### src/rtl/acc_pkg.sv
package acc_pkg;
   typedef enum logic [2:0] {
      OP_NOP  = 3'd0,
      OP_LOAD = 3'd1,
      OP_ADD  = 3'd2,
      OP_SUB  = 3'd3,
      OP_AND  = 3'd4,
      OP_OR   = 3'd5,
      OP_XOR  = 3'd6,
      OP_CLR  = 3'd7
   } acc_op_e;
endpackage

### src/rtl/acc_in_shifter.sv
module acc_in_shifter #(
   parameter int DW     = 16,
   parameter int SHW    = 5,
   parameter bit BARREL = 1'b1
) (
   input  logic [DW-1:0]   din,
   input  logic [SHW-1:0]  shamt,
   output logic [2*DW-1:0] dout
);
   localparam int AW = 2 * DW;

   if (SHW < $clog2(DW + 1)) begin : g_bad_shw
      $error("acc_in_shifter: shift count too narrow");
   end

   logic [SHW-1:0] cnt;
   logic [AW-1:0]  ext;

   always_comb cnt = (shamt > SHW'(DW)) ? SHW'(DW) : shamt;
   assign ext = {{DW{din[DW-1]}}, din};

   if (BARREL) begin : g_log
      logic [AW-1:0] stg [SHW+1];
      assign stg[0] = ext;
      for (genvar i = 0; i < SHW; i++) begin : g_stage
         if ((2 ** i) < AW) begin : g_live
            assign stg[i+1] = cnt[i] ? (stg[i] << (2 ** i)) : stg[i];
         end else begin : g_pass
            assign stg[i+1] = stg[i];
         end
      end
      assign dout = stg[SHW];
   end else begin : g_flat
      assign dout = ext << cnt;
   end

   always_comb begin

      low_fill_chk: assert ((dout & ((AW'(1) << cnt) - AW'(1))) == '0)
         else $error("shifted operand has nonzero fill bits");

      sign_keep_chk: assert (dout[AW-1] == din[DW-1])
         else $error("shifted operand lost its sign");
   end
endmodule

### src/rtl/acc_alu.sv
module acc_alu
   import acc_pkg::*;
#(
   parameter int DW = 16
) (
   input  acc_op_e         op,
   input  logic [2*DW-1:0] acc,
   input  logic [2*DW-1:0] opnd,
   input  logic [DW-1:0]   raw,
   output logic [2*DW-1:0] res,
   output logic            ovf,
   output logic            upd
);
   localparam int AW = 2 * DW;

   logic [AW-1:0] sum;
   logic [AW-1:0] dif;
   logic          add_ov;
   logic          sub_ov;

   assign sum    = acc + opnd;
   assign dif    = acc - opnd;
   assign add_ov = (acc[AW-1] == opnd[AW-1]) && (sum[AW-1] != acc[AW-1]);
   assign sub_ov = (acc[AW-1] != opnd[AW-1]) && (dif[AW-1] != acc[AW-1]);

   always_comb begin
      res = acc;
      ovf = 1'b0;
      upd = 1'b1;
      unique case (op)
         OP_NOP:  upd = 1'b0;
         OP_LOAD: res = opnd;
         OP_ADD:  begin res = sum; ovf = add_ov; end
         OP_SUB:  begin res = dif; ovf = sub_ov; end
         OP_AND:  res = {acc[AW-1:DW], acc[DW-1:0] & raw};
         OP_OR:   res = {acc[AW-1:DW], acc[DW-1:0] | raw};
         OP_XOR:  res = {acc[AW-1:DW], acc[DW-1:0] ^ raw};
         OP_CLR:  res = '0;
         default: upd = 1'b0;
      endcase
   end
endmodule

### src/rtl/acc_out_shifter.sv
module acc_out_shifter #(
   parameter int DW   = 16,
   parameter int SH_A = 1,
   parameter int SH_B = 4
) (
   input  logic [2*DW-1:0] acc,
   input  logic [1:0]      sel,
   output logic [DW-1:0]   hi
);
   localparam int AW = 2 * DW;

   if (SH_A >= DW || SH_B >= DW) begin : g_bad_sh
      $error("acc_out_shifter: store shift must be below word width");
   end

   logic [AW-1:0] scaled;

   always_comb begin
      unique case (sel)
         2'd1:    scaled = acc << SH_A;
         2'd2:    scaled = acc << SH_B;
         default: scaled = acc;
      endcase
   end

   assign hi = scaled[AW-1:DW];

   always_comb begin

      osel_illegal_chk: assert (!(sel == 2'd3) || (hi == acc[AW-1:DW]))
         else $error("illegal store shift code not treated as zero");
   end
endmodule

### src/rtl/acc_scaler_dp.sv
module acc_scaler_dp
   import acc_pkg::*;
#(
   parameter  int DW     = 16,
   parameter  bit BARREL = 1'b1,
   parameter  int SH_A   = 1,
   parameter  int SH_B   = 4,
   localparam int SHW    = $clog2(DW + 1)
) (
   input  logic           clk,
   input  logic           rst_n,
   input  logic [2:0]     op_sel,
   input  logic [DW-1:0]  opnd_in,
   input  logic [SHW-1:0] in_shift,
   input  logic [1:0]     out_shift,
   output logic [DW-1:0]  store_hi,
   output logic [DW-1:0]  store_lo,
   output logic           ovf_flag
);
   localparam int AW = 2 * DW;

   if (DW < 8) begin : g_bad_dw
      $error("acc_scaler_dp: word width too small");
   end

   logic [AW-1:0] acc_q;
   logic          ovf_q;
   logic [AW-1:0] opnd_sh;
   logic [AW-1:0] acc_n;
   logic          ovf_n;
   logic          upd;

   acc_in_shifter #(.DW(DW), .SHW(SHW), .BARREL(BARREL)) u_ish (
      .din   (opnd_in),
      .shamt (in_shift),
      .dout  (opnd_sh)
   );

   acc_alu #(.DW(DW)) u_alu (
      .op   (acc_op_e'(op_sel)),
      .acc  (acc_q),
      .opnd (opnd_sh),
      .raw  (opnd_in),
      .res  (acc_n),
      .ovf  (ovf_n),
      .upd  (upd)
   );

   always_ff @(posedge clk or negedge rst_n) begin
      if (!rst_n) begin
         acc_q <= '0;
         ovf_q <= 1'b0;
      end else if (upd) begin
         acc_q <= acc_n;
         ovf_q <= ovf_n;
      end
   end

   acc_out_shifter #(.DW(DW), .SH_A(SH_A), .SH_B(SH_B)) u_osh (
      .acc (acc_q),
      .sel (out_shift),
      .hi  (store_hi)
   );

   assign store_lo = acc_q[DW-1:0];
   assign ovf_flag = ovf_q;


   nop_hold_chk: assert property (@(posedge clk) disable iff (!rst_n)
      (op_sel == 3'd0) |=> ($stable(acc_q) && $stable(ovf_q)))
      else $error("hold changed accumulator state");


   bool_hi_keep_chk: assert property (@(posedge clk) disable iff (!rst_n)
      (op_sel inside {3'd4, 3'd5, 3'd6}) |=> (acc_q[AW-1:DW] == $past(acc_q[AW-1:DW])))
      else $error("Boolean operation altered the high word");


   add_ovf_chk: assert property (@(posedge clk) disable iff (!rst_n)
      (op_sel == 3'd2) |=> (ovf_q == (($past(acc_q[AW-1]) == $past(opnd_sh[AW-1]))
                                      && (acc_q[AW-1] != $past(acc_q[AW-1])))))
      else $error("overflow flag wrong after add");
endmodule

### config.mk
export PLATFORM = sky130hd
export DESIGN_NAME = acc_scaler_dp
export DESIGN_NICKNAME = d
export VERILOG_FILES = /design/src/rtl/acc_pkg.sv /design/src/rtl/acc_in_shifter.sv /design/src/rtl/acc_alu.sv /design/src/rtl/acc_out_shifter.sv /design/src/rtl/acc_scaler_dp.sv
export SDC_FILE = /design/constraint.sdc
export NUM_CORES = 1
export LEC_CHECK = 0
export ABC_AREA = 1
export BUFFER_PORTS_ARGS = -buffer_cell sky130_fd_sc_hd__buf_2
export CAP_MARGIN = 20
export CORE_MARGIN = 8
export CORE_UTILIZATION = 25
export DETAILED_ROUTE_END_ITERATION = 7
export GPL_TIMING_DRIVEN = 0
export PLACE_DENSITY = 0.38
export SYNTH_ARGS = -nofsm -noshare
export SYNTH_HDL_FRONTEND = slang
export SYNTH_HIERARCHICAL = 1
export SYNTH_SLANG_ARGS = --single-unit
### constraint.sdc
create_clock -name clk -period 2.95 [get_ports clk]
set_clock_uncertainty 0.2 [all_clocks]
set_input_delay 0.59 -clock clk [delete_from_list [all_inputs] [get_ports clk]]
set_output_delay 0.59 -clock clk [all_outputs]
set_load 0.05 [all_outputs]
==> results of run 1 <==
sequential cells by signal, indices dropped and copies added, names as in the netlist:
signal    cells
ovf_flag      1
acc_q        32
layer usage:
layer / vias up / track usage (%) / part of all wire (%) / wire length [µm]
li1: 5888 / - / - / -
met1: 5701 / 30.2 / 49 / 23800
met2: 305 / 33.4 / 44 / 21300
met3: 50 / 1.47 / 4.2 / 2040
met4: 2 / 4.50 / 2.1 / 1010
met5: - / 0 / 0.027 / 13
worst paths after layout:
kind                              from   endpoint
max                        in_shift[4]  acc_q[26]
min                              rst_n   acc_q[0]
max reg2reg                   acc_q[0]  acc_q[18]
min reg2reg                   ovf_flag   ovf_flag
max in group asynchronous        rst_n  acc_q[20]
min in group clk              ovf_flag   ovf_flag
worst reg2reg max path: cells and delay by family, from the launching register on:
family / cells / cell delay, ns
buf+inv: 2 / 0.23
fa+ha+maj: 2 / 0.62
simple gates: 13 / 1.32
flops: 1 / 0.45
synthesized netlist by cell type, drive strengths merged, types with 3 or more instances:
cell / count
buf: 67
a32oi: 11
inv: 277
a21oi: 103
a211oi: 5
nor3: 10
nand4: 28
nor2: 137
nand3: 199
o221ai: 3
o21ai: 58
a221oi: 5
nand2: 672
o21bai: 16
ha: 96
dfrtp: 33
clkbuf: 10
timing repair:
action                     4_1_cts  5_1_grt
buffers inserted                40       55
cloned                           0       10
resized for setup              226      402
pin swaps                       64      158
setup endpoints to repair       32       31
logic make-up (layout without fill, tap and decap cells):
group,count (synthesis),in the layout
and+or+nand+nor,1051,1051
buffers and inverters,354,524
AOI/OAI and AO/OA,214,214
adders and majority gates,98,98
DFF,33,33
power by group through the flow:
stage / Clock, mW / Sequential [mW] / Combinational [mW]
2_1_floorplan: 0 / 0.797 / 3.87
3_3_place_gp: 0 / 0.938 / 5.25
3_5_place_dp: 0 / 0.941 / 5.25
4_1_cts: 0.582 / 0.941 / 5.94
5_1_grt: 0.591 / 1.01 / 7.95
6_report: 0.566 / 0.972 / 7.37
layout by cell type (no fill, tap or decap), types with 14 or more instances in the layout:
cell type	Yosys	final
a21oi_2	7	35
a21oi_4	1	29
buf_4	24	110
ha_4	0	27
a21oi_1	95	39
buf_6	11	20
dfrtp_1	33	33
nand4_1	28	28
buf_8	2	14
nor2_1	130	72
nand2_4	0	40
buf_2	28	73
ha_1	96	65
nor2_4	3	41
inv_2	13	58
o21ai_0	54	24
nand3_2	2	89
nor2_2	4	24
o21ai_1	4	15
inv_1	262	204
nand2_2	20	142
nand2_1	652	486
nand3_1	197	97
area by class of cell:
type | instances | area (µm²) | area share [%]
inverters | 277 | 1100 | 7.76
repair buffers | 163 | 1220 | 8.59
clock buffers | 5 | 125 | 0.880
plain buffers | 76 | 732 | 5.15
flip-flops and latches | 33 | 826 | 5.81
clock inverters | 3 | 17.5 | 0.123
multi-input cells | 1363 | 9610 | 67.6
well taps | 468 | 586 | 4.12
==> run metrics, run 1 <==
status=finished, violations left; failing checks=negative setup slack; R2R depth=17; Yosys warning count=6; Core Region=36,700 µm²; period utilisation layout=120%; synthesis-stage register bit count=33; Final min period=3.55 ns; Setup Viol. Count Final=30; H-Tree Depth=2; GRT Util Overall=20.8%; leakage=7.17 nW; Wirelength per Cell=20.2 µm; Worst path top cell family by delay=simple AND/OR/NAND/NOR gates; worst endpoint required time=2.95 ns; number of flops mapped to enable cells by yosys=0; Unique masters post-synth=48; R2R setup slack=0.02 ns; CTS Buf Count=5; Tightest Pin Transition=0.928 ns; setup slack at placement=-1.53 ns; antenna violations before repair=1; kind of critical path=primary input to flop; total power divided by cell area=626 nW/µm²; area share of fa/ha/maj cells after synthesis=13.3%; internal power=3.62 mW; Clock power frac=6.3%; Max clock buf depth=2; max capacitance violation total=0; Post-synth ARST share=100%; Critical Path AT=3.55 ns; CP max-delay cell=ha_4; vias in the first global route=11.3k; Most used DFF post-synth=dfrtp_1; largest net degree at the start of global routing=34; fin util=38.8%; post-synthesis compound-gate area fraction=13.6%; drt drc=0; syn nets=1,876; Yosys top cell by area=nand2_1; clock root cell=clkbuf_16; Area Growth Syn to Fin=52.7%; ANT nets after route=0; final hold viol count=0; Sw Share=59.4%; area fraction of the dominant cell type after synthesis=26.3%; Final nets=2,045; placer congestion estimate=0.898; Setup crit start kind=primary input; Antenna Cells=0; clock latency on the worst-skew pair=0.32 ns; # clock sinks=33; post-synthesis sequential area ratio=8.86%; Final WS setup=-0.599 ns; Hold WC Path Type=primary input to asynchronous set/reset pin; Reg clk slew, reported paths=0.07 ns; Slew Limit Fails=0; IO Pins=61; Congestion Overflow GR=0; Critical Path Max Stage Delay=0.30 ns; P_sw=5.29 mW; Reg power frac=10.9%; most frequent CP cell=nand2_1; vias=11.9k; Post-Route WL=48.2 mm; die height=209 µm; mean post-synth cell area=5.32 µm²; DP HPWL=38.9 mm; 1st-pass router iterations=5; Post-Place Cell Area=10,700 µm²; share of post-route cells with drive strength above 1=42.2%; Power Total=8.91 mW; Logic pwr share=82.7%; Starting Density=25.4%; Relative slew margins=38.2%; Crit Path Max Fanout=7; Worst path depth=25; Hold Buf Count CTS=0; most area-consuming cells after synthesis=nand2_1 (26%), ha_1 (13%), nand3_1 (11%); # port buffers=58; synthesized area=9320 µm²; Die X=209 µm; Crit path buffers/inverters=6; mux contribution to synthesized area=0%; placed insts=2,276; first-pass GRT wire length=69.9 mm; Post-Route Setup TNS=-12.42 ns; Max VDD drop=0.462 mV; Hold WS=0.177 ns; Post-Synthesis Cells=1,750; Synth Area in XOR/XNOR=0%; die area=43,700 µm²; largest family of logic cells by synthesized area=simple AND/OR/NAND/NOR gates; CP endpoint kind=flop; Synth Area in Simple Gates=47.2%; fin area=14,200 µm²; fillers=3,992; CTS tree=yes; DR vias/cell=5.00; Max Freq=0.282 GHz; initial DRC count=843; RSZ-0062 raised after global routing=yes; Cell Rows=70; non-filler instance count after layout=2,388
No activity file was read; power rests on OpenSTA's default activity.
==> run 2, diff against run 1 <==
--- a/config.mk
+++ b/config.mk
@@ -6,6 +6,7 @@
 export NUM_CORES = 1
 export LEC_CHECK = 0
 export ABC_AREA = 1
+export ABC_CLOCK_PERIOD_IN_PS = 2950
 export BUFFER_PORTS_ARGS = -buffer_cell sky130_fd_sc_hd__buf_2
 export CAP_MARGIN = 20
 export CORE_MARGIN = 8
@@ -13,6 +14,7 @@
 export DETAILED_ROUTE_END_ITERATION = 7
 export GPL_TIMING_DRIVEN = 0
 export PLACE_DENSITY = 0.38
+export SKIP_CTS_REPAIR_TIMING = 1
 export SYNTH_ARGS = -nofsm -noshare
 export SYNTH_HDL_FRONTEND = slang
 export SYNTH_HIERARCHICAL = 1
==> run 2 against run 1 <==
  * The run still ends with negative setup slack left
  * Largest cell class unchanged
  * Worst setup slack got worse by 0.069 ns
  * Final cell count unchanged
  * Critical endpoint is now acc_q[20]
  * Clock-buffer cell count unchanged
  * Sequential share of layout area decreased by 0.12 points
  * Fmax decreased by 1.9%
  * Routed wire length increased by 0.22%
  * Flip-flop and latch count unchanged
  * First-iteration DRC count decreased by 7.0%
  * Worst hold slack improved by 0.033 ns
==> run metrics, run 2 (synthesis gave the netlist of run 1 again) <==
status=finished, violations left; kind of critical path=primary input to flop; Final min period=3.62 ns (+0.0692 ns); leakage=7.17 nW (about the same); Max VDD drop=0.462 mV (about the same); Antenna Cells=0 (unchanged); Max clock buf depth=2 (unchanged); Worst path top cell family by delay=simple AND/OR/NAND/NOR gates; Post-Route Setup TNS=-13.66 ns (-1.24 ns); share of post-route cells with drive strength above 1=44.5% (+2.2 points); Critical Path AT=3.61 ns (+0.06 ns); Sw Share=59.3% (-0.14 points); antenna violations before repair=1 (unchanged); Setup crit start kind=primary input; Hold WS=0.209 ns (+0.0327 ns); internal power=3.71 mW (+2.7%); fin area=14,500 µm² (+2.1%); Setup Viol. Count Final=29 (-3.3%); die area=43,700 µm² (unchanged); Largest register FFs=32 (unchanged); total power divided by cell area=628 nW/µm² (+0.29%); max capacitance violation total=0 (unchanged); Logic pwr share=83.2% (+0.5 points); die height=209 µm (unchanged); Largest Register=acc_q; clock root cell=clkbuf_16; Final nets=2,045 (unchanged); CTS tree=yes; Cell Rows=70 (unchanged); 1st-pass router iterations=5 (unchanged); vias in the first global route=10.8k (-4.2%); Crit path buffers/inverters=8 (+2); Max Freq=0.276 GHz (-1.9%); most common cell after layout, fill and taps aside=nand2_1; GRT Util Overall=20.3% (-0.55 points); CP endpoint kind=flop; # port buffers=58 (unchanged); Core Region=36,700 µm² (unchanged); Reg power frac=10.7% (-0.2 points); Tightest Pin Transition=0.929 ns (+0.00156 ns); Crit Path Max Fanout=8 (+1); worst endpoint required time=2.94 ns (about the same); Final WS setup=-0.669 ns (-0.0692 ns); ANT nets after route=0 (unchanged); vias=11.9k (-0.059%); most frequent CP cell=nand2_1; CTS Buf Count=5 (unchanged); failing checks=negative setup slack; DP HPWL=38.9 mm (unchanged); Critical Path Max Stage Delay=0.27 ns (-0.03 ns); period utilisation layout=123% (+2.3 points); IO Pins=61 (unchanged); Relative slew margins=38.0% (-0.10 points); initial DRC count=784 (-7.0%); Reg clk slew, reported paths=0.07 ns (about the same); H-Tree Depth=2 (unchanged); Wirelength per Cell=20.2 µm (+0.22%); final hold viol count=0 (unchanged); Hold WC Path Type=primary input to asynchronous set/reset pin; placer congestion estimate=0.898 (unchanged); P_sw=5.41 mW (+2.1%); first-pass GRT wire length=67.8 mm (-3.1%); Starting Density=25.4% (unchanged); Die X=209 µm (unchanged); Slew Limit Fails=0 (unchanged); fin util=39.6% (+0.79 points); drt drc=0 (unchanged); clock latency on the worst-skew pair=0.31 ns (about the same); Congestion Overflow GR=0 (unchanged); Area Growth Syn to Fin=55.8%; # clock sinks=33 (unchanged); RSZ-0062 raised after global routing=yes; Clock power frac=6.1% (-0.2 points); Post-Route WL=48.3 mm (+0.22%); largest net degree at the start of global routing=34 (unchanged); commonest non-fill, non-tap cells in the layout=nand2_1 (467), inv_1 (193), nand2_2 (161); CP max-delay cell=ha_4; DR vias/cell=5.00 (about the same); Post-Place Cell Area=10,700 µm² (unchanged)
-- run 2: cell types whose count changed in the layout (fill, tap and decap cells not counted), sizes merged --
cell and delta:
buf +1, clkbuf -1, clkinvlp +1, inv -1
-- run 2: cell type report --
type | count | area, µm²
Buffer | 77 | 769
Inverter | 277 | 1140
Timing Repair Buffer | 162 | 1260
Clock inverter | 3 | 17.5
Multi-Input combinational cell | 1363 | 9800
Clock buffer | 5 | 125
Sequential cell | 33 | 826
Fill cell | 3962 | 22200
Tap cell | 468 | 586
-- run 2: metal layers --
metal / vias to the layer above / global-route usage (%) / wire, µm
li1: 5902 / - / -
met1: 5715 / 29.2 / 23600
met2: 281 / 32.3 / 21600
met3: 39 / 2.01 / 2040
met4: 2 / 4.47 / 944
met5: - / 0 / 13
-- run 2: worst register-to-register path, cell delays in order (launching register included) --
cell and delay (ns):
dfrtp_1 0.48, inv_1 0.14, ha_2 0.23, fa_1 0.40, inv_1 0.10, nand3_1 0.09, nand2_2 0.14, nand2_1 0.08
nand2_1 0.13, nand2_1 0.09, nand2_1 0.12, nand2_1 0.14, nand2_1 0.11, nand2_1 0.06, nand3_2 0.10, nand4_1 0.14
nand2_1 0.11, nand2_1 0.05
-- run 2: path summary, 6_finish.rpt --
| path | depth (start not counted) | slack (ns) | endpoint | start |
|---|---|---|---|---|
| max | 28 | -0.67 | acc_q[20] | in_shift[0] |
| min | 1 | 0.21 | acc_q[0] | rst_n |
| min reg2reg | 2 | 0.29 | ovf_flag | ovf_flag |
| min in group clk | 2 | 0.29 | ovf_flag | ovf_flag |
| max reg2reg | 17 | -0.09 | acc_q[26] | acc_q[0] |
| max in group asynchronous | 1 | 1.74 | acc_q[20] | rst_n |
-- run 2: stage by stage --
step | power [mW] | instances | setup WS [ns]
global route | 9.79 | 2388 | -0.805
global placement | 6.18 | 2276 | -1.56
CTS | 6.79 | 2284 | -1.20
floorplan | 4.67 | 1750 | -0.207
finish | 9.12 | 2388 | -0.669
detailed placement | 6.19 | 2276 | -1.53
-- run 2: power by group through the flow --
stage | clock network, mW | registers (mW) | logic (mW)
after detailed placement | 0 | 0.941 | 5.25
after floorplan | 0 | 0.797 | 3.87
after global routing | 0.591 | 1.01 | 8.18
after global placement | 0 | 0.938 | 5.25
after CTS | 0.582 | 0.935 | 5.27
final | 0.561 | 0.974 | 7.58
==> run 3, diff against run 2 <==
--- a/config.mk
+++ b/config.mk
@@ -15,6 +15,7 @@
 export GPL_TIMING_DRIVEN = 0
 export PLACE_DENSITY = 0.38
 export SKIP_CTS_REPAIR_TIMING = 1
+export SLEW_MARGIN = 10
 export SYNTH_ARGS = -nofsm -noshare
 export SYNTH_HDL_FRONTEND = slang
 export SYNTH_HIERARCHICAL = 1
==> constraint.sdc (replaced) <==
create_clock -name clk -period 2.95 [get_ports clk]
set_clock_uncertainty 0.2 [all_clocks]
set_input_delay 0.4425 -clock clk [delete_from_list [all_inputs] [get_ports clk]]
set_output_delay 0.4425 -clock clk [all_outputs]
set_load 0.05 [all_outputs]
==> run 3 against run 2 <==
  * The flow still finishes with violations (negative setup slack)
  * Register-to-register slack better by 0.07 ns
  * Combinational power shrank 2%
  * Total power down 0.34%
  * Fmax up 5.9%
  * Global-route usage decreased by 0.52 points
  * First-iteration DRC count grew 5.4%
  * Largest power group unchanged
==> run metrics, run 3 (synthesis gave the netlist of run 1 again) <==
internal power=3.76 mW (+1.2%); commonest non-fill, non-tap cells in the layout=nand2_1 (474), inv_1 (200), nand2_2 (140); Relative slew margins=36.6% (-1.4 points); Worst path top cell family by delay=simple AND/OR/NAND/NOR gates; Core Region=36,700 µm² (unchanged); first-pass GRT wire length=65.9 mm (-2.7%); Antenna Cells=0 (unchanged); GRT Util Overall=19.8% (-0.52 points); kind of critical path=primary input to flop; Die X=209 µm (unchanged); # port buffers=58 (unchanged); Cell Rows=70 (unchanged); die height=209 µm (unchanged); drt drc=0 (unchanged); Critical Path AT=3.47 ns (-0.14 ns); Area Growth Syn to Fin=55.1%; status=finished, violations left; crit path cell chain=buf_12 -> clkinv_8 -> buf_12 -> nand2_8 -> clkbuf_16 -> nand2_2 -> nand3_4 -> nand3_2 -> nand3_1 -> nand3_2 -> nand2_4 -> inv_2 -> ha_4 -> buf_8 -> inv_1 -> a21oi_1 -> o21ai_0 -> a21oi_1 -> nand3_1 -> nand2_1 -> nand3_2 -> nand4_1 -> nand2_1 -> nand2_1; Congestion Overflow GR=0 (unchanged); Setup Viol. Count Final=27 (-6.9%); P_sw=5.33 mW (-1.4%); area of the multi-input gates=9800 µm² (about the same); Sw Share=58.7% (-0.62 points); clock latency on the worst-skew pair=0.31 ns (about the same); Critical Path Max Stage Delay=0.30 ns (+0.03 ns); Power Total=9.09 mW (-0.34%); final hold viol count=0 (unchanged); Crit Path Max Fanout=7 (-1); vias=11.9k (+0.034%); # clock sinks=33 (unchanged); Clock power frac=7.3% (+1.2 points); DR vias/cell=5.02 (+0.41%); Tightest Pin Transition=0.951 ns (+0.0214 ns); share of post-route cells with drive strength above 1=42.8% (-1.7 points); leakage=7.16 nW (-0.14%); Largest Register=acc_q; non-filler instance count after layout=2,379 (-0.38%); DP HPWL=37.9 mm (-2.5%); clock root cell=clkbuf_16; max capacitance violation total=0 (unchanged); 1st-pass router iterations=5 (unchanged); placer congestion estimate=0.888 (-1.1%); Max Freq=0.293 GHz (+5.9%); CP max-delay cell=ha_4; Register Area=826 µm² (unchanged); Logic pwr share=81.9% (-1.3 points); largest net degree at the start of global routing=34 (unchanged); placed insts=2,276 (unchanged); Max VDD drop=0.470 mV (+1.7%); H-Tree Depth=2 (unchanged); CTS Buf Count=5 (unchanged); Hold WS=0.0458 ns (-0.164 ns); period utilisation layout=116% (-6.8 points); ANT nets after route=0 (unchanged); CTS tree=yes; Hold WC Path Type=primary input to asynchronous set/reset pin; worst endpoint required time=3.00 ns (+0.06 ns); Crit path buffers/inverters=7 (-1); total power divided by cell area=629 nW/µm² (about the same); initial DRC count=826 (+5.4%); antenna violations before repair=1 (unchanged); IO Pins=61 (unchanged); die area=43,700 µm² (unchanged); failing checks=negative setup slack; vias in the first global route=10.6k (-1.6%); Reg power frac=10.8% (about the same); Post-Route Setup TNS=-8.27 ns (+5.39 ns); Setup crit start kind=primary input; setup slack at placement=-1.51 ns (+0.0143 ns); Post-Route WL=47.3 mm (-2.1%); Final min period=3.42 ns (-0.201 ns); most common cell after layout, fill and taps aside=nand2_1; Reg clk slew, reported paths=0.07 ns (about the same); Slew Limit Fails=0 (unchanged); Final WS setup=-0.468 ns (+0.201 ns); Final nets=2,036 (-0.44%); fillers=3,949 (-0.33%); Max clock buf depth=2 (unchanged); Starting Density=25.4% (unchanged); Largest register FFs=32 (unchanged); RSZ-0062 raised after global routing=yes; CP endpoint kind=flop; Wirelength per Cell=19.9 µm (-1.7%)
## run 3: per-layer routing
metal / global-route usage, % / wire length (µm) / up-vias
li1: - / - / 5891
met1: 28.7 / 23200 / 5729
met2: 31.7 / 21100 / 276
met3: 1.11 / 1870 / 45
met4: 4.35 / 1060 / 2
met5: 0 / 13 / -
## run 3: worst paths after layout
check                             from  cells past startpoint  slack [ns]   endpoint
min in group clk              ovf_flag                      2        0.30   ovf_flag
setup / recovery           in_shift[4]                     24       -0.47  acc_q[24]
setup reg to reg              acc_q[0]                     16       -0.02  acc_q[20]
hold reg to reg               ovf_flag                      2        0.30   ovf_flag
hold / removal                   rst_n                      1        0.05   acc_q[2]
max in group asynchronous        rst_n                      1        1.89  acc_q[18]
## run 3: stage by stage
| stage | util (%) | cell area (µm²) |
|---|---|---|
| global placement | 28.7 | 10500 |
| detailed placement | 28.7 | 10500 |
| global route | 39.4 | 14500 |
| floorplan | - | 9640 |
| finish | 39.4 | 14500 |
| CTS | 29.1 | 10700 |
## run 3: layout make-up
type / instances / share of cell area (%)
clock inverter: 3 / 0.320
clock buffer: 5 / 0.866
sequential: 33 / 5.71
buffer: 77 / 5.32
multi-input combinational: 1363 / 67.8
timing repair buffer: 153 / 8.14
tap: 468 / 4.05
inverter: 277 / 7.76
## run 3: power groups by stage
stage | sequential [mW] | clock [mW] | combinational [mW]
after floorplan | 0.791 | 0 | 3.72
after global placement | 0.943 | 0 | 5.06
after detailed placement | 0.946 | 0 | 5.06
after CTS | 0.939 | 0.692 | 5.09
after global routing | 1.03 | 0.701 | 8.02
final | 0.985 | 0.661 | 7.44
